`config.mk`:
```
export PLATFORM = sky130hd
export DESIGN_NAME = pc_stack_unit
export DESIGN_NICKNAME = d
export VERILOG_FILES = /design/src/rtl/pcs_pkg.sv /design/src/rtl/pcs_next.sv /design/src/rtl/pcs_stack.sv /design/src/rtl/pcs_shadow.sv /design/src/rtl/pc_stack_unit.sv
export SDC_FILE = /design/constraint.sdc
export NUM_CORES = 1
export LEC_CHECK = 0
export ABC_AREA = 0
export CORE_ASPECT_RATIO = 0.7
export CORE_MARGIN = 2
export CORE_UTILIZATION = 50
export CTS_BUF_LIST = sky130_fd_sc_hd__clkbuf_4
export DETAILED_ROUTE_END_ITERATION = 10
export PLACE_DENSITY = 0.72
export SKIP_LAST_GASP = 1
export SLEW_MARGIN = 5
export SYNTH_ARGS = -nofsm -noshare
export SYNTH_HDL_FRONTEND = slang
export SYNTH_SLANG_ARGS = --single-unit
```
`constraint.sdc`:
```
create_clock -name clk -period 4.4 [get_ports clk]
set_clock_uncertainty 0.05 [all_clocks]
set_input_delay 0.66 -clock clk [delete_from_list [all_inputs] [get_ports clk]]
set_output_delay 0.66 -clock clk [all_outputs]
set_load 0.005 [all_outputs]
```
`src/rtl/pcs_pkg.sv`:
```
package pcs_pkg;

    localparam int PC_W     = 12;
    localparam int LO_W     = 8;
    localparam int HI_W     = PC_W - LO_W;
    localparam logic [PC_W-1:0] RESET_ADDR = 12'h000;
    localparam logic [PC_W-1:0] IRQ_ADDR   = 12'h008;

    typedef enum logic [2:0] {
        OP_STEP = 3'd0,
        OP_JMP  = 3'd1,
        OP_CALL = 3'd2,
        OP_RET  = 3'd3,
        OP_RETI = 3'd4,
        OP_TADD = 3'd5,
        OP_TSUB = 3'd6,
        OP_SPARE = 3'd7
    } pc_op_e;

    typedef struct packed {
        logic            push;
        logic            pop;
        logic [PC_W-1:0] data;
    } stk_req_t;

    typedef struct packed {
        logic gie_set;
        logic gie_clr;
    } gie_req_t;

    // Low byte plus offset; carry propagates into the high part.
    function automatic logic [PC_W-1:0] table_add(input logic [PC_W-1:0] base,
                                                  input logic [LO_W-1:0] off);
        logic [LO_W:0] sum;
        sum = {1'b0, base[LO_W-1:0]} + {1'b0, off};
        return {base[PC_W-1:LO_W] + HI_W'(sum[LO_W]), sum[LO_W-1:0]};
    endfunction

    // Low byte minus offset; the high part is never borrowed from.
    function automatic logic [PC_W-1:0] table_sub(input logic [PC_W-1:0] base,
                                                  input logic [LO_W-1:0] off);
        return {base[PC_W-1:LO_W], base[LO_W-1:0] - off};
    endfunction

endpackage

```
`src/rtl/pcs_next.sv`:
```
module pcs_next
    import pcs_pkg::*;
(
    input  logic [PC_W-1:0] pc_q,
    input  pc_op_e          op,
    input  logic            irq_take,
    input  logic [PC_W-1:0] target,
    input  logic [LO_W-1:0] acc,
    input  logic [PC_W-1:0] pop_data,
    output logic [PC_W-1:0] pc_d,
    output stk_req_t        stk_req,
    output gie_req_t        gie_req
);

    logic [PC_W-1:0] seq;

    assign seq = pc_q + PC_W'(1);

    always_comb begin
        pc_d    = seq;
        stk_req = '0;
        gie_req = '0;
        if (irq_take) begin
            pc_d            = IRQ_ADDR;
            stk_req.push    = 1'b1;
            stk_req.data    = pc_q;
            gie_req.gie_clr = 1'b1;
        end else begin
            unique case (op)
                OP_JMP: pc_d = target;
                OP_CALL: begin
                    pc_d         = target;
                    stk_req.push = 1'b1;
                    stk_req.data = seq;
                end
                OP_RET: begin
                    pc_d        = pop_data;
                    stk_req.pop = 1'b1;
                end
                OP_RETI: begin
                    pc_d            = pop_data;
                    stk_req.pop     = 1'b1;
                    gie_req.gie_set = 1'b1;
                end
                OP_TADD: pc_d = table_add(seq, acc);
                OP_TSUB: pc_d = table_sub(seq, acc);
                OP_STEP, OP_SPARE: pc_d = seq;
                default: pc_d = seq;
            endcase
        end
    end

endmodule

```
`src/rtl/pcs_stack.sv`:
```
module pcs_stack #(
    parameter int DEPTH = 8,
    parameter int W     = 12,
    localparam int PW   = $clog2(DEPTH),
    localparam int CW   = $clog2(DEPTH + 1)
) (
    input  logic          clk,
    input  logic          rst,
    input  logic          push,
    input  logic          pop,
    input  logic [W-1:0]  wdata,
    output logic [W-1:0]  rdata,
    output logic [CW-1:0] count,
    output logic          err
);

    logic [PW-1:0] wr_ptr;
    logic [PW-1:0] rd_idx;
    logic [W-1:0]  slot_q [DEPTH];

    assign rd_idx = wr_ptr - PW'(1);
    assign rdata  = slot_q[rd_idx];

    for (genvar i = 0; i < DEPTH; i++) begin : g_slot
        logic [W-1:0] q;
        always_ff @(posedge clk) begin
            if (rst)
                q <= '0;
            else if (push && wr_ptr == PW'(i))
                q <= wdata;
        end
        assign slot_q[i] = q;
    end

    always_ff @(posedge clk) begin
        if (rst) begin
            wr_ptr <= '0;
            count  <= '0;
            err    <= 1'b0;
        end else if (push) begin
            wr_ptr <= wr_ptr + PW'(1);
            if (count == CW'(DEPTH))
                err <= 1'b1;
            else
                count <= count + CW'(1);
        end else if (pop) begin
            wr_ptr <= rd_idx;
            if (count == '0)
                err <= 1'b1;
            else
                count <= count - CW'(1);
        end
    end

endmodule

```
`src/rtl/pcs_shadow.sv`:
```
module pcs_shadow #(
    parameter int            AW   = 8,
    parameter int            FW   = 8,
    parameter logic [FW-1:0] KEEP = 8'hC0
) (
    input  logic          clk,
    input  logic          rst,
    input  logic          save,
    input  logic [AW-1:0] acc,
    input  logic [FW-1:0] flags,
    output logic [AW-1:0] rest_acc,
    output logic [FW-1:0] rest_flag
);

    logic [AW-1:0] acc_q;
    logic [FW-1:0] flag_q;

    always_ff @(posedge clk) begin
        if (rst) begin
            acc_q  <= '0;
            flag_q <= '0;
        end else if (save) begin
            acc_q  <= acc;
            flag_q <= flags & ~KEEP;
        end
    end

    assign rest_acc  = acc_q;
    assign rest_flag = (flags & KEEP) | (flag_q & ~KEEP);

endmodule

```
`src/rtl/pc_stack_unit.sv`:
```
module pc_stack_unit
    import pcs_pkg::*;
#(
    parameter int                DEPTH       = 8,
    parameter int                FLAG_W      = 8,
    parameter logic [FLAG_W-1:0] STATUS_MASK = 8'hC0,
    localparam int               CW          = $clog2(DEPTH + 1)
) (
    input  logic              clk,
    input  logic              rst,
    input  logic [2:0]        op_i,
    input  logic              irq_take_i,
    input  logic [PC_W-1:0]   target_i,
    input  logic [LO_W-1:0]   acc_i,
    input  logic [FLAG_W-1:0] flags_i,
    input  logic              save_i,
    output logic [PC_W-1:0]   fetch_addr_o,
    output logic [CW-1:0]     depth_o,
    output logic              stk_full_o,
    output logic              stk_empty_o,
    output logic              stk_err_o,
    output logic              gie_o,
    output logic [LO_W-1:0]   rest_acc_o,
    output logic [FLAG_W-1:0] rest_flag_o
);

    logic [PC_W-1:0] pc_q;
    logic [PC_W-1:0] pc_d;
    logic [PC_W-1:0] pop_data;
    stk_req_t        stk_req;
    gie_req_t        gie_req;
    logic            gie_q;
    logic [CW-1:0]   count;

    pcs_next i_next (
        .pc_q     (pc_q),
        .op       (pc_op_e'(op_i)),
        .irq_take (irq_take_i),
        .target   (target_i),
        .acc      (acc_i),
        .pop_data (pop_data),
        .pc_d     (pc_d),
        .stk_req  (stk_req),
        .gie_req  (gie_req)
    );

    pcs_stack #(.DEPTH(DEPTH), .W(PC_W)) i_stack (
        .clk   (clk),
        .rst   (rst),
        .push  (stk_req.push),
        .pop   (stk_req.pop),
        .wdata (stk_req.data),
        .rdata (pop_data),
        .count (count),
        .err   (stk_err_o)
    );

    pcs_shadow #(.AW(LO_W), .FW(FLAG_W), .KEEP(STATUS_MASK)) i_shadow (
        .clk       (clk),
        .rst       (rst),
        .save      (save_i),
        .acc       (acc_i),
        .flags     (flags_i),
        .rest_acc  (rest_acc_o),
        .rest_flag (rest_flag_o)
    );

    always_ff @(posedge clk) begin
        if (rst) begin
            pc_q  <= RESET_ADDR;
            gie_q <= 1'b0;
        end else begin
            pc_q <= pc_d;
            if (gie_req.gie_clr)
                gie_q <= 1'b0;
            else if (gie_req.gie_set)
                gie_q <= 1'b1;
        end
    end

    assign fetch_addr_o = pc_q;
    assign gie_o        = gie_q;
    assign depth_o      = count;
    assign stk_full_o   = (count == CW'(DEPTH));
    assign stk_empty_o  = (count == '0);

endmodule

```
==> run_results.csv, run 1 <==
group,metric,value,unit
critical_path,arrival,4360,ps
clocking,postCtsSetupRepairBufs,0,
sta,finalSetupViolations,0,
synth,netlist_area,6970,um2
global_route,grt_pass1_wl,30.9,mm
critical_path,r2r_setup_slack,440,ps
run_status,status,"finished, final reports clean",
route,drtAntennaViolNets,0,
placement,port_buffers,66,
synth,synth_area_leaders,"dfxtp_1 (38%), a211oi_1 (11%), nor2_1 (7.9%)",
route,drc,0,
critical_path,worst_setup_path_start_kind,"flip-flop",
synth,synth-seq-cells,131,
synth,syn_area_per_cell,9.13,um2
route,drt-total-wl,18.7,mm
critical_path,critPathKind,"flip-flop to flip-flop",
route,vias_per_cell,5.91,
final_layout,area_growth_syn_to_layout,14.0,%
final_layout,final_util,57.7,%
floorplanning,die_y,103,um
run,maxCapViolCount,0,
critical_path,crit_required,4800,ps
synth,synthSimpleGateAreaFrac,15.3,%
power_and_ir_drop,power.leakage,2.90,nW
synth,seq_area_frac_synth,37.6,%
sta,rsz0062_at_grt,"false",
clocking,tritoncts,"built",
clocking,clkSinkCount,131,
global_route,grt_pass1_vias,5788,
floorplanning,io_pins,71,
clocking,cts_buffers,17,
global_route,grt_usage,26.4,%
floorplanning,rows,36,
synth,synth_xor_area_share,3.02,%
sta,tns,0,ps
route,dr.pass1.iters,5,
final_layout,drive_above_1_share,10.7,%
clocking,clk_pin_slew,130,ps
synth,yosys_warnings,0,
global_route,overflow,0,
synth,yosys.area.top_type_share,37.6,%
synth,synth_compound_area_share,21.6,%
critical_path,startpoint,"fetch_addr_o[0]",
placement,gp_congestion,0.905,
clocking,clockRootBuffer,"clkbuf_4",
sta,maxSlewViolCount,0,
sta,fin_crit_sh,89.9,%
final_layout,diodes,0,
sta,layout_setup_ws,444,ps
floorplanning,die_w,145,um
power_and_ir_drop,ir_worst_vdd,0.256,mV
critical_path,cp-end-kind,"flip-flop",
synth,synth_nets,830,
hold_path,min_path_type,"flip-flop to flip-flop",
synth,synth_top_family_by_area,"compound AO/OA/AOI/OAI gates",
clocking,ctsHoldBuffers,0,
synth,synthArstFlopShare,0,%
floorplanning,dieArea,14900,um2
clocking,cts_resized,0,
sta,worst_slew_pin_slew,1090,ps
synth,synthMuxAreaShare,10.1,%
global_route,antenna_found_initial,0,
placement,hpwl,13.4,mm
route,wl_per_cell,18.6,um
clocking,htreeDepth,4,
critical_path,cp_max_fo,8,
synth,synth_fa_ha_area_share,6.03,%
sta,max_freq,253,MHz
sta,whs,447,ps
synth,synth_ff_type,"dfxtp_1",
synth,synth_cells,764,
clocking,clk_path_buf_depth,2,
floorplanning,core,13800,um2
synth,synth_cell_types,64,
power_and_ir_drop,power_density,364,nW/um2
hold_path,worstHoldStart,"gie_o",
floorplanning,start_util,50.6,%
sta,hold_viol_final,0,
critical_path,r2r_start,"fetch_addr_o[0]",
synth,synth_top_cell_by_area,"dfxtp_1",
final_layout,nets,868,
global_route,grt_max_degree,63,
placement,pre_cts_slack,190,ps
synth,synth_edf_count,0,
route,num_vias,5935,
route,initialDrtViolationCount,518,
sta,slew_headroom,27.1,%
clocking,clk-insertion-delay-late,540,ps
sta,period_minus_slack,3960,ps
==> cells by family after synthesis <==
group                      Yosys count
buffers and inverters               90
adders and majority gates           32
DFF                                131
xor gates and xnor gates            24
AOI/OAI and AO/OA                  213
and+or+nand+nor                    234
muxes                               40
==> per-layer routing <==
layer	wire length (um)	global-route usage (%)	vias up
li1	-	-	2851
met1	9150	38.0	2844
met2	7930	40.0	206
met3	1370	6.02	34
met4	274	7.69	0
met5	0	0	-
==> layout by cell type (no fill, tap or decap), types with 17 or more instances in the layout <==
| master | n |
|---|---|
| nor2_1 | 146 |
| dfxtp_1 | 131 |
| a211oi_1 | 101 |
| clkdlybuf4s50_1 | 65 |
| a21oi_1 | 33 |
| nand2_1 | 29 |
| ha_1 | 28 |
| inv_1 | 26 |
| o21ai_0 | 24 |
| mux4_2 | 24 |
| clkbuf_4 | 19 |
| buf_4 | 17 |
==> power by group <==
part           switching, mW  total, mW  leakage [nW]  internal (mW)
Sequential            0.0617       1.33          1.07           1.27
Clock                  0.472      0.879         0.159          0.407
Combinational          0.374      0.683          1.68          0.309
Total                  0.908       2.89          2.90           1.98
==> critical path, cell delays in order, from the launching register on <==
cell and delay [ps]:
dfxtp_1 510, ha_1 260, xor2_1 450, ha_1 260
inv_1 80, a211o_1 310, a311oi_1 410, nor2_1 70
o21ai_0 180, nand2b_1 90, ha_1 220, ha_1 270
a221o_1 320, a21oi_1 120, o21ai_0 120, o211a_1 150
==> stage by stage <==
| stage | power, mW | instance area, um2 | cells |
|---|---|---|---|
| after floorplan | 1.81 | 6970 | 764 |
| after global placement | 2.01 | 7650 | 973 |
| after detailed placement | 2.03 | 7650 | 973 |
| after CTS | 2.89 | 7950 | 1005 |
| after global routing | 3.04 | 7950 | 1005 |
| final | 2.89 | 7950 | 1005 |
==> cell type report <==
class | instances | area, um2
inverters | 27 | 101
clock inverters | 13 | 158
well taps | 190 | 238
clock buffers | 19 | 143
flip-flops and latches | 131 | 2620
multi-input cells | 543 | 3910
fillers | 1212 | 5840
repair buffers | 82 | 778
==> synth_stat cells, types with 3 or more instances <==
cell type and instances:
nor4_1 3, a211oi_1 101, and2_1 3, a22oi_1 11, o21bai_1 5, nand3b_1 3
fa_1 3, nand3_1 3, nand4_1 3, o21a_1 5, buf_6 4, xnor2_1 12
xor2_1 12, inv_1 26, dfxtp_1 131, nand2b_1 8, mux2i_1 16, a21oi_1 33
buf_2 23, nand2_1 29, and3_1 8, clkbuf_1 22, mux4_2 24, o22ai_1 3
nor2_1 146, ha_1 28, o21ai_0 24, or2_2 3, a221oi_1 5, nor3_1 9
a221o_1 4, buf_4 12
==> flip-flops by register name (all words and copies together) (netlist names) <==
| name | cells |
|---|---|
| i_shadow.flag_q | 6 |
| gie_o | 1 |
| fetch_addr_o | 12 |
| i_stack.g_slot.q | 96 |
| i_stack.err | 1 |
| i_stack.wr_ptr | 3 |
| i_shadow.rest_acc | 8 |
| i_stack.count | 4 |
==> worst paths after layout <==
check / depth (start not counted) / endpoint
setup reg to reg: 15 / fetch_addr_o[9]
setup / recovery: 15 / fetch_addr_o[9]
hold reg to reg: 2 / gie_o
hold / removal: 2 / gie_o
Power figures use the tool's default switching activity.
==> run 2, diff against run 1 <==
CORE_UTILIZATION = 45   (was 50)
PLACE_DENSITY = 0.66   (was 0.72)
==> run 2 against run 1 <==
Against the previous run: register-to-register slack improved by 97 ps; combinational power hardly changed; sequential power hardly changed; routed wire length up 2.0%; worst hold slack worse by 20 ps; critical path depth did not move; first-iteration DRC count down 31%; worst setup slack gained 97 ps; critical endpoint unchanged; largest power group unchanged.
==> run_results.csv, run 2 (synthesis gave the netlist of run 1 again) <==
group,metric,value,unit
run_status,status,"finished, final reports clean",
run,maxCapViolCount,0,
global_route,grt_busiest_layer,"met2",
power_and_ir_drop,ir_worst_vdd,0.183,mV
critical_path,crit_top_cell,"ha_1",
critical_path,worst_setup_path_start_kind,"flip-flop",
global_route,antenna_found_initial,1,
floorplanning,core,15300,um2
power_and_ir_drop,power.total,2.89,mW
route,initialDrtViolationCount,358,
power_and_ir_drop,pwr-share-comb,23.6,%
hold_path,min_path_type,"flip-flop to flip-flop",
critical_path,crit_required,4780,ps
final_layout,largest_register_ffs,96,
sta,period_minus_slack,3860,ps
power_and_ir_drop,sequentialPowerShare,46.0,%
global_route,grt_usage,23.6,%
global_route,use_met2,35.8,%
sta,fin_crit_sh,87.7,%
route,wl_per_cell,18.8,um
global_route,met3_usage,6.05,%
placement,placed_cell_area,7680,um2
final_layout,area_growth_syn_to_layout,14.5,%
sta,finalSetupViolations,0,
power_and_ir_drop,power.leakage,2.92,nW
final_layout,final_cell_mix,"nor2_1 (146), dfxtp_1 (131), a211oi_1 (101)",
clocking,clk_pin_slew,120,ps
critical_path,slowest_delay,500,ps
route,drtAntennaViolNets,0,
floorplanning,die_y,108,um
clocking,ctsHoldBuffers,0,
sta,slew_headroom,27.0,%
clocking,cts_resized,0,
clocking,postCtsSetupRepairBufs,0,
power_and_ir_drop,clkPwrFrac,30.3,%
clocking,clockRootBuffer,"clkbuf_4",
clocking,clkSinkCount,131,
final_layout,largest_register,"i_stack.g_slot.q",
floorplanning,dieArea,16500,um2
route,dr.pass1.iters,5,
placement,port_buffers,66,
route,drt-total-wl,19.1,mm
final_layout,design_area,7990,um2
power_and_ir_drop,power_density,361,nW/um2
floorplanning,io_pins,71,
floorplanning,die_w,153,um
critical_path,cp_max_fo,8,
critical_path,critPathKind,"flip-flop to flip-flop",
clocking,htreeDepth,4,
sta,hold_viol_final,0,
power_and_ir_drop,p_sw_share,32.7,%
placement,hpwl,13.8,mm
sta,max_freq,259,MHz
critical_path,arrival,4240,ps
clocking,cts_buffers,17,
final_layout,mostFrequentLayoutCell,"nor2_1",
global_route,grt_pass1_wl,30.6,mm
sta,rsz0062_at_grt,"false",
global_route,grt_pass1_vias,5600,
clocking,clk_path_buf_depth,2,
floorplanning,start_util,45.5,%
route,drc,0,
global_route,grt_use_met1,34.0,%
critical_path,cp-end-kind,"flip-flop",
floorplanning,rows,38,
route,num_vias,5854,
clocking,clk-insertion-delay-late,530,ps
placement,placed_cells,986,
power_and_ir_drop,p_int,1.94,mW
power_and_ir_drop,p_sw,0.944,mW
final_layout,drive_above_1_share,11.2,%
final_layout,final_util,52.2,%
placement,gp_congestion,0.908,
sta,worst_slew_pin_slew,1090,ps
final_layout,layout.cells.non_filler,1018,
clocking,tritoncts,"built",
sta,tns,0,ps
sta,maxSlewViolCount,0,
critical_path,path_cells,"ha_1 -> xor2_1 -> ha_1 -> inv_1 -> a211o_1 -> a311oi_1 -> nor2_1 -> o21ai_0 -> nand2b_1 -> ha_1 -> ha_1 -> a221o_1 -> a21oi_1 -> o21ai_0 -> o211a_1",
final_layout,diodes,0,
global_route,grt_max_degree,73,
final_layout,nets,871,
global_route,overflow,0,
critical_path,crit_path_top_delay_cell,"dfxtp_1",
route,vias_per_cell,5.75,
[run 2: changes by cell type in the layout (fill, tap and decap cells not counted), sizes merged]
cell / delta
buf: +3
clkinvlp: -1
inv: +4
clkbuf: -1
clkinv: -1
bufinv: -1
[run 2: per-stage QoR]
stage	hold slack, ps	setup WS [ps]
after floorplan	402	1010
after global placement	402	279
after detailed placement	418	253
after CTS	436	547
after global routing	466	196
final	427	541
[run 2: path summary, 6_finish.rpt]
kind              startpoint               to  slack [ps]  depth (start not counted)
min                    gie_o            gie_o         430                          2
min reg2reg            gie_o            gie_o         430                          2
max reg2reg  fetch_addr_o[0]  fetch_addr_o[9]         540                         15
max          fetch_addr_o[0]  fetch_addr_o[9]         540                         15
[run 2: cell type report]
cell class              count  area, um2
clock buffers              18        135
clock inverters            14        168
fillers                  1422       7320
inverters                  27        101
multi-input cells         543       3910
flip-flops and latches    131       2620
well taps                 200        250
repair buffers             85        801
[run 2: critical path: cells and delay by family, from the launching register on]
kind | cells | cell delay [ps]
buf+inv | 1 | 70
simple gates | 2 | 170
flops | 1 | 500
fa+ha+maj | 4 | 1020
compound gates | 7 | 1540
xor+xnor | 1 | 440
[run 2: power by group through the flow]
stage          clock network (mW)  registers, mW  logic [mW]
2_1_floorplan                   0           1.34       0.468
3_3_place_gp                    0           1.35       0.667
3_5_place_dp                    0           1.35       0.677
4_1_cts                     0.892           1.33       0.682
5_1_grt                     0.939           1.34       0.751
6_report                    0.875           1.33       0.682
[run 2: routing by layer]
| layer | wire length [um] | vias to the layer above |
|---|---|---|
| met5 | 0 | - |
| met3 | 1250 | 29 |
| li1 | - | 2845 |
| met4 | 262 | 0 |
| met1 | 9400 | 2805 |
| met2 | 8190 | 175 |
==> run 3, diff against run 2 <==
CORE_UTILIZATION = 40   (was 45)
DONT_BUFFER_PORTS = 1   (was unset)
PLACE_DENSITY = unset   (was 0.66)
==> run 3 against run 2 <==
Against the previous run: final cell count is 5.0% lower; combinational power is 21% lower; register-to-register slack lost 140 ps; cell area shrank 9.7%; worst setup slack got worse by 140 ps; first-iteration DRC count up 28%; power fell by 7.8%; highest routed layer unchanged; largest cell class unchanged; count of clock-buffer cells in the layout down 1; clock power decreased by 10%.
==> run_results.csv, run 3 (synthesis gave the netlist of run 1 again) <==
group,metric,value,unit
power_and_ir_drop,ir_worst_vdd,0.168,mV
global_route,use_met2,30.5,%
final_layout,area_growth_syn_to_layout,3.39,%
power_and_ir_drop,sequentialPowerShare,50.1,%
sta,maxSlewViolCount,0,
critical_path,crit_top_cell,"ha_1",
final_layout,design_area,7210,um2
route,drt-total-wl,18.5,mm
clocking,tritoncts,"built",
critical_path,path_cells,"ha_1 -> xor2_1 -> ha_1 -> inv_1 -> a211o_1 -> a311oi_1 -> nor2_1 -> o21ai_0 -> nand2b_1 -> ha_1 -> ha_1 -> a221o_1 -> a21oi_1 -> o21ai_0 -> o211a_1",
hold_path,min_path_type,"primary input to flip-flop",
critical_path,arrival,4380,ps
final_layout,largest_register,"i_stack.g_slot.q",
floorplanning,core,17100,um2
floorplanning,die_y,114,um
final_layout,diodes,0,
final_layout,mostFrequentLayoutCell,"nor2_1",
route,drtAntennaViolNets,0,
final_layout,drive_above_1_share,10.2,%
sta,slew_headroom,30.3,%
global_route,overflow,0,
critical_path,slowest_delay,560,ps
sta,hold_viol_final,0,
critical_path,startpoint,"fetch_addr_o[0]",
floorplanning,rows,40,
sta,rsz0062_at_grt,"false",
sta,max_freq,250,MHz
critical_path,crit_required,4780,ps
power_and_ir_drop,power.leakage,2.57,nW
global_route,met3_usage,3.80,%
clocking,clkSinkCount,131,
global_route,grt_busiest_layer,"met1",
power_and_ir_drop,p_sw,0.920,mW
critical_path,critPathKind,"flip-flop to flip-flop",
route,initialDrtViolationCount,457,
final_layout,final_cell_mix,"nor2_1 (146), dfxtp_1 (131), a211oi_1 (101)",
critical_path,worst_setup_path_start_kind,"flip-flop",
placement,port_buffers,0,
sta,finalSetupViolations,0,
route,num_vias,5560,
placement,placed_cells,935,
critical_path,crit_path_top_delay_cell,"dfxtp_1",
route,vias_per_cell,5.75,
global_route,grt_usage,20.8,%
final_layout,largest_register_ffs,96,
global_route,grt_max_degree,121,
sta,tns,0,ps
clocking,clk_pin_slew,150,ps
clocking,postCtsSetupRepairBufs,0,
run_status,status,"finished, final reports clean",
clocking,cts_resized,0,
sta,whs,130,ps
final_layout,layout.cells.non_filler,967,
route,dr.pass1.iters,5,
global_route,antenna_found_initial,0,
placement,placed_cell_area,6940,um2
critical_path,cp-end-kind,"flip-flop",
power_and_ir_drop,pwr-share-comb,20.4,%
global_route,grt_pass1_vias,5334,
placement,gp_congestion,0.863,
route,wl_per_cell,19.1,um
placement,hpwl,13.2,mm
clocking,htreeDepth,4,
floorplanning,start_util,40.7,%
critical_path,cp_max_fo,8,
sta,worst_slew_pin_slew,1050,ps
global_route,grt_use_met1,31.6,%
power_and_ir_drop,clkPwrFrac,29.5,%
clocking,clockRootBuffer,"clkbuf_4",
power_and_ir_drop,power_density,369,nW/um2
route,drc,0,
floorplanning,dieArea,18500,um2
power_and_ir_drop,p_sw_share,34.6,%
sta,fin_crit_sh,90.9,%
hold_path,worstHoldStart,"rst",
clocking,cts_buffers,17,
final_layout,nets,789,
floorplanning,io_pins,71,
global_route,grt_pass1_wl,30.0,mm
sta,period_minus_slack,4000,ps
clocking,clk-insertion-delay-late,530,ps
critical_path,r2r_start,"fetch_addr_o[0]",
clocking,clk_path_buf_depth,2,
power_and_ir_drop,p_int,1.74,mW
floorplanning,die_w,162,um
clocking,ctsHoldBuffers,0,
run,maxCapViolCount,0,
-- run 3: cell type report --
| type | instances | area, um2 |
|---|---|---|
| clock buffers | 17 | 128 |
| clock inverters | 15 | 138 |
| fillers | 1698 | 9910 |
| inverters | 27 | 101 |
| multi-input cells | 543 | 3910 |
| flip-flops and latches | 131 | 2620 |
| well taps | 231 | 289 |
| repair buffers | 3 | 22.5 |
-- run 3: worst paths after layout --
check                                              end  cells past startpoint  slack, ps
worst max-delay path                   fetch_addr_o[9]                     15        400
worst min-delay path              i_shadow.rest_acc[5]                      1        130
worst max register to register         fetch_addr_o[9]                     15        400
worst min register to register  i_stack.g_slot[2].q[9]                      2        450
-- run 3: per-layer routing --
layer | vias up | share of wire [%]
met2 | 159 | 42
met5 | - | 0
met3 | 12 | 5.3
met1 | 2695 | 52
met4 | 0 | 0.85
li1 | 2694 | -
-- run 3: power by group through the flow --
stage	Sequential (mW)	Combinational, mW	Clock, mW
after floorplan	1.34	0.468	0
after global placement	1.36	0.527	0
after detailed placement	1.36	0.537	0
after CTS	1.33	0.540	0.810
after global routing	1.35	0.606	0.861
final	1.33	0.542	0.785
-- run 3: worst max-delay path, delay by kind of cell (launching register included) --
| kind | cells | cell delay [ps] |
|---|---|---|
| xor+xnor | 1 | 450 |
| buf+inv | 1 | 70 |
| fa+ha+maj | 4 | 1030 |
| simple gates | 2 | 150 |
| flops | 1 | 560 |
| compound gates | 7 | 1580 |
-- run 3: stage by stage --
stage / total power, mW / util (%) / setup slack, ps
finish: 2.66 / 42.1 / 400
floorplan: 1.81 / - / 1010
global placement: 1.88 / 40.6 / 528
CTS: 2.68 / 42.1 / 417
detailed placement: 1.90 / 40.6 / 468
global route: 2.82 / 42.1 / 161
